===== config.mk =====
export PLATFORM = sky130hd
export DESIGN_NAME = vpw_symbol_rx
export DESIGN_NICKNAME = d
export VERILOG_FILES = /design/src/rtl/vpw_rx_pkg.sv /design/src/rtl/vpw_edge_sync.sv /design/src/rtl/vpw_interval_timer.sv /design/src/rtl/vpw_frame_assembler.sv /design/src/rtl/vpw_symbol_rx.sv
export SDC_FILE = /design/constraint.sdc
export NUM_CORES = 1
export LEC_CHECK = 0
export ABC_CLOCK_PERIOD_IN_PS = 4130
export BUFFER_PORTS_ARGS = -buffer_cell sky130_fd_sc_hd__buf_2
export CAP_MARGIN = 20
export CORE_AREA = 2 2 97 99
export CTS_CLUSTER_SIZE = 28
export DETAILED_ROUTE_END_ITERATION = 12
export DIE_AREA = 0 0 99 101
export GPL_TIMING_DRIVEN = 0
export HOLD_SLACK_MARGIN = 0.08
export SLEW_MARGIN = 20
export SYNTH_ARGS = -nofsm -noshare
export SYNTH_HDL_FRONTEND = slang
export SYNTH_HIERARCHICAL = 1
export SYNTH_SLANG_ARGS = --single-unit

===== constraint.sdc =====
create_clock -name clk -period 4.13 [get_ports clk]
set_input_delay 0.826 -clock clk [delete_from_list [all_inputs] [get_ports clk]]
set_output_delay 0.826 -clock clk [all_outputs]
set_load 0.03 [all_outputs]

===== src/rtl/vpw_rx_pkg.sv =====
package vpw_rx_pkg;

    localparam int CNT_W  = 10;
    localparam int BYTE_W = 8;
    localparam int STAT_W = 8;
    localparam int X4_SHIFT = 2;

    typedef logic [CNT_W-1:0] cnt_t;

    localparam cnt_t LIM_BIT_MIN = cnt_t'(34);
    localparam cnt_t LIM_BIT_MID = cnt_t'(96);
    localparam cnt_t LIM_BIT_MAX = cnt_t'(164);
    localparam cnt_t LIM_EOD     = cnt_t'(200);
    localparam cnt_t LIM_EOF     = cnt_t'(280);
    localparam cnt_t LIM_BRK     = cnt_t'(240);

    typedef struct packed {
        cnt_t bit_min;
        cnt_t bit_mid;
        cnt_t bit_max;
        cnt_t eod;
        cnt_t eof;
        cnt_t brk;
    } limits_t;

    typedef enum logic [1:0] {
        SYM_NONE,
        SYM_BIT,
        SYM_SOF,
        SYM_BAD
    } sym_kind_e;

    typedef struct packed {
        sym_kind_e kind;
        logic      value;
    } sym_t;

    localparam logic [STAT_W-1:0] ST_NONE   = 8'h00;
    localparam logic [STAT_W-1:0] ST_EOF    = 8'h04;
    localparam logic [STAT_W-1:0] ST_BYTE   = 8'h0C;
    localparam logic [STAT_W-1:0] ST_BRK4X  = 8'h1C;
    localparam logic [STAT_W-1:0] ST_BRK    = 8'h20;
    localparam logic [STAT_W-1:0] ST_INVAL  = 8'h24;

    function automatic limits_t get_limits(input logic x4);
        limits_t l;
        l.bit_min = LIM_BIT_MIN;
        l.bit_mid = LIM_BIT_MID;
        l.bit_max = LIM_BIT_MAX;
        l.eod     = LIM_EOD;
        l.eof     = LIM_EOF;
        l.brk     = LIM_BRK;
        if (x4) begin
            l.bit_min = l.bit_min >> X4_SHIFT;
            l.bit_mid = l.bit_mid >> X4_SHIFT;
            l.bit_max = l.bit_max >> X4_SHIFT;
            l.eod     = l.eod     >> X4_SHIFT;
            l.eof     = l.eof     >> X4_SHIFT;
            l.brk     = l.brk     >> X4_SHIFT;
        end
        return l;
    endfunction

    // Decode one closed interval from its length and the level it held.
    function automatic sym_t classify(input logic active, input cnt_t len,
                                      input limits_t l);
        sym_t s;
        logic is_long;
        s.kind  = SYM_NONE;
        s.value = 1'b0;
        is_long = (len >= l.bit_mid);
        if (len < l.bit_min) begin
            s.kind = SYM_BAD;
        end else if (len < l.bit_max) begin
            s.kind  = SYM_BIT;
            s.value = active ? is_long : !is_long;
        end else if (active) begin
            s.kind = (len < l.brk) ? SYM_SOF : SYM_NONE;
        end else begin
            s.kind = (len < l.eod) ? SYM_BAD : SYM_NONE;
        end
        return s;
    endfunction

endpackage


===== src/rtl/vpw_edge_sync.sv =====
module vpw_edge_sync #(
    parameter int STAGES = 2
) (
    input  logic clk,
    input  logic rst,
    input  logic bus_i,
    output logic level_o,
    output logic edge_o
);
    logic [STAGES-1:0] sync_q;
    logic              last_q;

    always_ff @(posedge clk) begin
        if (rst) begin
            sync_q <= '0;
            last_q <= 1'b0;
        end else begin
            sync_q <= {sync_q[STAGES-2:0], bus_i};
            last_q <= sync_q[STAGES-1];
        end
    end

    assign edge_o  = sync_q[STAGES-1] ^ last_q;
    assign level_o = last_q;


    edge_flips_level_chk: assert property (@(posedge clk) disable iff (rst)
        edge_o |=> (level_o != $past(level_o)));

endmodule


===== src/rtl/vpw_interval_timer.sv =====
module vpw_interval_timer
    import vpw_rx_pkg::*;
(
    input  logic    clk,
    input  logic    rst,
    input  logic    tick_i,
    input  logic    edge_i,
    input  logic    level_i,
    input  limits_t lim_i,
    output cnt_t    count_o,
    output logic    spent_o,
    output logic    eod_hit_o,
    output logic    eof_hit_o,
    output logic    brk_hit_o
);
    localparam cnt_t CNT_MAX = '1;

    cnt_t count_q;
    logic spent_q;
    logic advance;

    assign advance   = tick_i && !edge_i;
    assign eod_hit_o = advance && !level_i && (count_q == lim_i.eod - cnt_t'(1));
    assign eof_hit_o = advance && !level_i && (count_q == lim_i.eof - cnt_t'(1));
    assign brk_hit_o = advance &&  level_i && (count_q == lim_i.brk - cnt_t'(1));

    always_ff @(posedge clk) begin
        if (rst) begin
            count_q <= '0;
            spent_q <= 1'b0;
        end else if (edge_i) begin
            count_q <= '0;
            spent_q <= 1'b0;
        end else begin
            if (tick_i && count_q != CNT_MAX) begin
                count_q <= count_q + cnt_t'(1);
            end
            if (eod_hit_o || brk_hit_o) begin
                spent_q <= 1'b1;
            end
        end
    end

    assign count_o = count_q;
    assign spent_o = spent_q;


    count_restart_chk: assert property (@(posedge clk) disable iff (rst)
        edge_i |=> (count_o == '0 && !spent_o));


    eod_once_chk: assert property (@(posedge clk) disable iff (rst)
        eod_hit_o |=> !eod_hit_o);


    brk_spends_chk: assert property (@(posedge clk) disable iff (rst)
        brk_hit_o |=> spent_o);

endmodule


===== src/rtl/vpw_frame_assembler.sv =====
module vpw_frame_assembler
    import vpw_rx_pkg::*;
(
    input  logic              clk,
    input  logic              rst,
    input  sym_t              sym_i,
    input  logic              eod_hit_i,
    input  logic              eof_hit_i,
    input  logic              brk_hit_i,
    input  logic              x4_load_i,
    input  logic              x4_value_i,
    output logic              x4_en_o,
    output logic [BYTE_W-1:0] byte_o,
    output logic              byte_valid_o,
    output logic              byte_first_o,
    output logic              som_o,
    output logic              eod_o,
    output logic              eof_o,
    output logic              invalid_o,
    output logic [STAT_W-1:0] status_o
);
    localparam int BC_W = $clog2(BYTE_W);
    localparam logic [BC_W-1:0] LAST_BIT = BC_W'(BYTE_W - 1);

    logic              in_frame_q;
    logic              msg_open_q;
    logic              first_q;
    logic [BC_W-1:0]   bit_cnt_q;
    logic [BYTE_W-1:0] shift_q;
    logic [BYTE_W-1:0] shift_nx;

    assign shift_nx = {shift_q[BYTE_W-2:0], sym_i.value};

    always_ff @(posedge clk) begin
        if (rst) begin
            in_frame_q   <= 1'b0;
            msg_open_q   <= 1'b0;
            first_q      <= 1'b0;
            bit_cnt_q    <= '0;
            shift_q      <= '0;
            x4_en_o      <= 1'b0;
            byte_o       <= '0;
            byte_valid_o <= 1'b0;
            byte_first_o <= 1'b0;
            som_o        <= 1'b0;
            eod_o        <= 1'b0;
            eof_o        <= 1'b0;
            invalid_o    <= 1'b0;
            status_o     <= ST_NONE;
        end else begin
            byte_valid_o <= 1'b0;
            som_o        <= 1'b0;
            eod_o        <= 1'b0;
            eof_o        <= 1'b0;
            invalid_o    <= 1'b0;
            if (brk_hit_i) begin
                invalid_o  <= in_frame_q;
                in_frame_q <= 1'b0;
                msg_open_q <= 1'b0;
                if (x4_en_o) begin
                    x4_en_o  <= 1'b0;
                    status_o <= ST_BRK4X;
                end else begin
                    status_o <= ST_BRK;
                end
            end else begin
                if (x4_load_i) begin
                    x4_en_o <= x4_value_i;
                end
                if (eod_hit_i && in_frame_q) begin
                    in_frame_q <= 1'b0;
                    if (bit_cnt_q == '0) begin
                        eod_o <= 1'b1;
                    end else begin
                        invalid_o  <= 1'b1;
                        msg_open_q <= 1'b0;
                        status_o   <= ST_INVAL;
                    end
                end
                if (eof_hit_i && msg_open_q) begin
                    eof_o      <= 1'b1;
                    msg_open_q <= 1'b0;
                    status_o   <= ST_EOF;
                end
                unique case (sym_i.kind)
                    SYM_SOF: begin
                        if (in_frame_q) begin
                            invalid_o  <= 1'b1;
                            in_frame_q <= 1'b0;
                            msg_open_q <= 1'b0;
                            status_o   <= ST_INVAL;
                        end else begin
                            som_o      <= 1'b1;
                            in_frame_q <= 1'b1;
                            msg_open_q <= 1'b1;
                            first_q    <= 1'b1;
                            bit_cnt_q  <= '0;
                        end
                    end
                    SYM_BIT: begin
                        if (in_frame_q) begin
                            shift_q   <= shift_nx;
                            bit_cnt_q <= bit_cnt_q + BC_W'(1);
                            if (bit_cnt_q == LAST_BIT) begin
                                byte_valid_o <= 1'b1;
                                byte_o       <= shift_nx;
                                byte_first_o <= first_q;
                                first_q      <= 1'b0;
                                status_o     <= ST_BYTE;
                            end
                        end
                    end
                    SYM_BAD: begin
                        if (in_frame_q) begin
                            invalid_o  <= 1'b1;
                            in_frame_q <= 1'b0;
                            msg_open_q <= 1'b0;
                            status_o   <= ST_INVAL;
                        end
                    end
                    default: ;
                endcase
            end
        end
    end


    brk_quad_chk: assert property (@(posedge clk) disable iff (rst)
        (brk_hit_i && x4_en_o) |=> (!x4_en_o && status_o == ST_BRK4X));


    eof_needs_msg_chk: assert property (@(posedge clk) disable iff (rst)
        eof_o |-> $past(msg_open_q));


    byte_in_frame_chk: assert property (@(posedge clk) disable iff (rst)
        byte_valid_o |-> $past(in_frame_q));


    byte_not_invalid_chk: assert property (@(posedge clk) disable iff (rst)
        !(byte_valid_o && invalid_o));

endmodule


===== src/rtl/vpw_symbol_rx.sv =====
module vpw_symbol_rx
    import vpw_rx_pkg::*;
(
    input  logic        clk,
    input  logic        rst,
    input  logic        tick_i,
    input  logic        bus_i,
    input  logic        x4_load_i,
    input  logic        x4_value_i,
    output logic        x4_en_o,
    output logic [7:0]  byte_o,
    output logic        byte_valid_o,
    output logic        byte_first_o,
    output logic        som_o,
    output logic        eod_o,
    output logic        eof_o,
    output logic        invalid_o,
    output logic [7:0]  status_o
);
    logic    level;
    logic    edge_det;
    cnt_t    count;
    logic    spent;
    logic    eod_hit;
    logic    eof_hit;
    logic    brk_hit;
    limits_t lim;
    sym_t    sym;

    assign lim = get_limits(x4_en_o);

    vpw_edge_sync #(.STAGES(2)) u_sync (
        .clk     (clk),
        .rst     (rst),
        .bus_i   (bus_i),
        .level_o (level),
        .edge_o  (edge_det)
    );

    vpw_interval_timer u_timer (
        .clk       (clk),
        .rst       (rst),
        .tick_i    (tick_i),
        .edge_i    (edge_det),
        .level_i   (level),
        .lim_i     (lim),
        .count_o   (count),
        .spent_o   (spent),
        .eod_hit_o (eod_hit),
        .eof_hit_o (eof_hit),
        .brk_hit_o (brk_hit)
    );

    always_comb begin
        sym = '{kind: SYM_NONE, value: 1'b0};
        if (edge_det && !spent) begin
            sym = classify(level, count, lim);
        end
    end

    vpw_frame_assembler u_frame (
        .clk          (clk),
        .rst          (rst),
        .sym_i        (sym),
        .eod_hit_i    (eod_hit),
        .eof_hit_i    (eof_hit),
        .brk_hit_i    (brk_hit),
        .x4_load_i    (x4_load_i),
        .x4_value_i   (x4_value_i),
        .x4_en_o      (x4_en_o),
        .byte_o       (byte_o),
        .byte_valid_o (byte_valid_o),
        .byte_first_o (byte_first_o),
        .som_o        (som_o),
        .eod_o        (eod_o),
        .eof_o        (eof_o),
        .invalid_o    (invalid_o),
        .status_o     (status_o)
    );


    no_output_idle_chk: assert property (@(posedge clk) disable iff (rst)
        (som_o || byte_valid_o) |-> $past(edge_det));

endmodule


# Word level (Yosys, flattened, before mapping)
# Index checks and enable logic that the tools add are counted.
# word_totals
input_bits,6
register_bits,50
elab_cells,115
# op_classes
eq_ne,11
add_sub_neg,5
n_mux,43
magnitude_cmp,5
n_bitwise,6
reduce_logical,27
# op_table
op,count
2-to-1 mux 56 bit,1
2-to-1 mux 8 bit,7
less-than comparator 10 bit,4
equality test 10 bit,3
subtractor 10 x 1 -> 10 bit (second input constant),3
2-to-1 mux 1 bit,21
case mux 8 bit (2 select lines),1
adder 10 x 1 -> 10 bit (second input constant),1
greater-or-equal comparator 10 bit,1
logical AND 1 bit,10
2-to-1 mux 2 bit,5
inequality test 10 bit (second input constant),1
2-to-1 mux 3 bit,3
AND reduction 4 bit,2
2-to-1 mux 6 bit,1
case mux 1 bit (2 select lines),3
case mux 3 bit (2 select lines),1
OR reduction 2 bit,3
OR reduction 3 bit,2
NOT 1 bit,5
AND reduction 5 bit,1
equality test 2 bit (second input constant),2
logical NOT 1 bit,4
inequality test 2 x 1 -> 1 bit (second input constant),2
other kinds (10),10

# Longest topological paths before layout
# logic_depth
ltp_word,12
mapped_depth,12
mapped_depth_nobuf,11

# Modules after synthesis
# Netlist, hierarchy kept.
# by_module_without_submodules
mod,area_each_um2,seq_area_each_um2,n_inst,cells_per_inst
vpw_interval_timer,1549.0,220.2,1,205
vpw_frame_assembler,1412.6,720.7,1,148
vpw_symbol_rx,424.2,0.0,1,55
vpw_edge_sync,87.6,60.1,1,7

# Least setup slack after synthesis
# OpenSTA, ideal clock, no wires.
# synth_path
path_kind,register to register
start,register u_frame.x4_en_o
end,register u_frame.shift_q[0]
slack_ps,-363
synth_period_minus_slack_ps,4493
setup_ps,128
required_ps,4002
path_stages_with_launch,13
arrival_time_ps,4365
path_cell_list,dfxtp_1 -> inv_1 -> ha_1 -> nor2b_1 -> o31a_1 -> o211a_1 -> o21ai_1 -> a21oi_1 -> buf_6 -> and4bb_4 -> buf_12 -> mux2i_1 -> nor2_1
# synth_rtl
element,line_no,source
start: declaration,vpw_frame_assembler.sv:12,"output logic x4_en_o,"
start signal: assignment,vpw_frame_assembler.sv:68,x4_en_o <= x4_value_i;
end signal: assignment,vpw_frame_assembler.sv:102,shift_q <= shift_nx;
end: declaration,vpw_frame_assembler.sv:29,logic [BYTE_W-1:0] shift_q;

==> metrics.yaml <==
setup_path:
  cp-end-kind: "register"
  reg2reg_depth: 12
  worstSetupStartpoint: "u_frame/x4_en_o$_SDFFE_PP0P_"
  cp.arrival_ns: 3.92
  r2r_start: "u_frame/x4_en_o$_SDFFE_PP0P_"
  setup.worst_path.start_class: "register"
  worstSetupPathType: "register to register"
  worst_ep_required_time_ns: 4.31
  crit_path_max_fanout: 49
pwr:
  powerDensity_nw_per_um2: 231
  peakVddDrop_uv: 150
  leakagePower_nw: 1.61
finish:
  n_fill_cell: 901
  layout-drive-gt1-share_pct: 16.9
  syn2layout_area_growth_pct: 15.0
  n_antenna_cell: 0
  final_nets: 513
  utilization_pct: 44.5
  final_area_um2: 4000
synthesis:
  async_flop_share_pct: 0
  avgSynthCellArea_um2: 8.37
  synth_flop_cell: "dfxtp_1"
  ys_types: 78
  synth-seq-cells: 50
  synth_area_um2: 3470
  ys_seq_area_share_pct: 28.8
  syn_inst: 415
  yosysWarnings: 6
  synth_edf_count: 0
routing:
  drc: 0
  viasPerCell: 4.91
  avgRoutedWirePerCell_um: 12.3
  dr.pass1.iters: 4
  vias: 2953
  first_iter_violations: 188
  routed_wl_um: 7390
  postRouteAntennaNets: 0
job:
  maxCapViolCount: 0
floorplan:
  start_util_pct: 38.7
  fp.coreArea_um2: 8980
  die_width_um: 99
  io_pins: 29
  die_y_um: 101
  num_rows: 35
  die-area_um2: 10000
sta:
  skew_ns: 0.00719
  setup_viol: 0
  fmax_mhz: 268
  relSlewSlack_pct: 56.7
  worst_slew_pin_slew_ns: 0.647
  min_period_ns: 3.74
  slew_viol_final: 0
  finalHoldViolations: 0
  rsz0062_at_grt: "no"
  timing.final.crit_share_pct: 90.5
grt:
  antenna_found_initial: 0
  grt_start_max_net_pins: 50
  grt.overflow.total: 0
  grt_usage_pct: 15.6
  grt_pass1_wl_um: 12800
  grt_pass1_vias: 2771
clocking:
  clock_sinks: 50
  root_buffer: "clkbuf_8"
  h-tree-depth: 2
  clockBufferDepth: 2
  cts-buffers-inserted: 5
  cts_tree: "built"
  postCtsSetupBuffers: 0
  clk_pin_slew_ns: 0.09
  clk_latency_ns: 0.31
place:
  placed_area_um2: 3900
  hpwl_um: 5450
  portBuffers: 28
  gp_congestion: 0.824
min_path:
  min_from: "u_sync/sync_q[0]$_SDFF_PP0_"
  whs_path_depth: 1
  min_path_type: "register to register"
run_status:
  outcome: "finished clean"
-- report_power, final --
group          total [mW]  internal, mW  switching, mW
registers           0.502         0.488         0.0134
clock network       0.279         0.116          0.163
logic               0.144        0.0596         0.0845
-- Yosys cell counts, drive strengths merged (3+ instances only) --
library cell / number / area (um2)
and2: 5 / 31.3
a211oi: 3 / 32.5
mux2i: 11 / 110
nor3: 18 / 95.1
nor2b: 8 / 50.1
or3: 5 / 37.5
o31a: 3 / 26.3
nor3b: 4 / 30.0
nor4b: 7 / 80.1
nand3b: 8 / 60.1
buf: 15 / 110
dfxtp: 50 / 1000
xnor2: 24 / 210
nor4: 5 / 46.3
a22oi: 3 / 22.5
nor2: 47 / 186
inv: 19 / 71.3
clkbuf: 6 / 23.8
o21ai: 11 / 55.1
a31oi: 3 / 18.8
nand3: 5 / 25.0
a21oi: 26 / 134
nand2: 39 / 154
or2: 5 / 31.3
o22ai: 3 / 18.8
nand4b: 3 / 32.5
xor2: 18 / 158
ha: 17 / 213
nand2b: 7 / 51.3
-- cell families (layout without fill, tap and decap cells) --
logic type	count (synthesis)	count (layout)	share of synthesized area [%]
AND/OR/NAND/NOR	180	180	30.1
AO/OA/AOI/OAI	73	73	15.1
flip-flops	50	50	28.8
XOR/XNOR	42	42	10.6
buffers and inverters	40	76	5.91
adder cells (fa/ha/maj)	17	17	6.12
multiplexers	11	11	3.17
other	2	41	0.216
-- layout by cell type, fill, tap and decap left out, types with 3 or more instances in the layout --
cell and instances:
a21oi_1 25, a22oi_1 3, a31oi_1 3, and2_1 5, buf_2 37, buf_6 3, clkbuf_1 5, clkbuf_8 5
clkinvlp_4 3, conb_1 41, dfxtp_1 49, ha_1 17, inv_1 16, mux2i_1 11, nand2_1 38, nand2b_1 6
nand3_1 5, nand3b_1 8, nor2_1 45, nor2b_1 8, nor3_1 17, nor3b_1 4, nor4_1 4, nor4b_1 4
nor4b_2 3, o21ai_0 8, o21ai_1 3, o22ai_1 3, o31a_1 3, or2_2 4, or3_1 3, xnor2_1 24
xor2_1 18
-- final timing paths --
kind / endpoint / slack [ns]
max: u_frame/shift_q[0]$_SDFFE_PP0P_ / 0.39
min: u_sync/sync_q[1]$_SDFF_PP0_ / 0.45
max reg2reg: u_frame/shift_q[0]$_SDFFE_PP0P_ / 0.39
min reg2reg: u_sync/sync_q[1]$_SDFF_PP0_ / 0.45
-- final cells by class --
| class | instances | area [um2] | area share, % |
|---|---|---|---|
| clock inverter | 2 | 15.0 | 0.376 |
| inverter | 19 | 75.1 | 1.88 |
| buffer | 21 | 134 | 3.35 |
| clock buffer | 5 | 68.8 | 1.72 |
| timing repair buffer | 28 | 140 | 3.51 |
| sequential | 50 | 1000 | 25.1 |
| timing repair inverter | 1 | 5.00 | 0.125 |
| tap | 111 | 139 | 3.48 |
| multi-input combinational | 364 | 2410 | 60.4 |
-- registers in the layout, indices dropped and copies added (netlist names) --
name and flops:
u_timer/count_o 10, u_frame/msg_open_q 1, u_sync/sync_q 2, u_frame/invalid_o 1
u_frame/eod_o 1, u_frame/shift_q 7, u_frame/bit_cnt_q 3, u_frame/eof_o 1
u_frame/x4_en_o 1, u_frame/first_q 1, u_frame/in_frame_q 1, u_frame/status_o 8
u_frame/som_o 1, u_frame/byte_o 8, u_timer/spent_o 1, u_frame/byte_first_o 1
u_sync/level_o 1, u_frame/byte_valid_o 1
-- timing repair --
| item | CTS | global route |
|---|---|---|
| endpoints found under the setup margin | 28 | 0 |
| hold buffers | 0 | 0 |
| endpoints found under the hold margin | 0 | 0 |
| resized for setup | 2 | 0 |
-- per-layer routing --
layer  vias up  part of all wire (%)  global-route usage (%)  wire, um
met4         0                  0.43                    4.85        32
met5         -                     0                       0         0
met3         3                   3.3                    2.50       243
li1       1565                     -                       -         -
met2        37                    47                    26.0      3480
met1      1348                    49                    20.7      3630
-- worst max-delay path, cell delays in order (launching register included) --
cell	delay (ns)
dfxtp_4	0.73
clkinvlp_4	0.56
ha_1	0.50
nor2b_1	0.15
o31a_1	0.28
o211a_1	0.22
o21ai_1	0.13
a21oi_1	0.09
buf_6	0.16
and4bb_4	0.36
buf_12	0.15
mux2i_1	0.19
nor2_1	0.05
-- stage by stage --
| step | hold WS, ns | TNS, ns | setup slack [ns] | std cells | total power [mW] |
|---|---|---|---|---|---|
| after floorplan | 0.414 | 0 | 0.384 | 454 | 0.626 |
| after global placement | 0.420 | -1.86 | -0.153 | 593 | 0.652 |
| after detailed placement | 0.428 | -4.28 | -0.249 | 593 | 0.655 |
| after CTS | 0.450 | 0 | 0.360 | 601 | 0.937 |
| after global routing | 0.476 | 0 | 0.0540 | 601 | 0.974 |
| final | 0.447 | 0 | 0.392 | 601 | 0.925 |
Note: power is estimated with default switching activity, not from simulation.
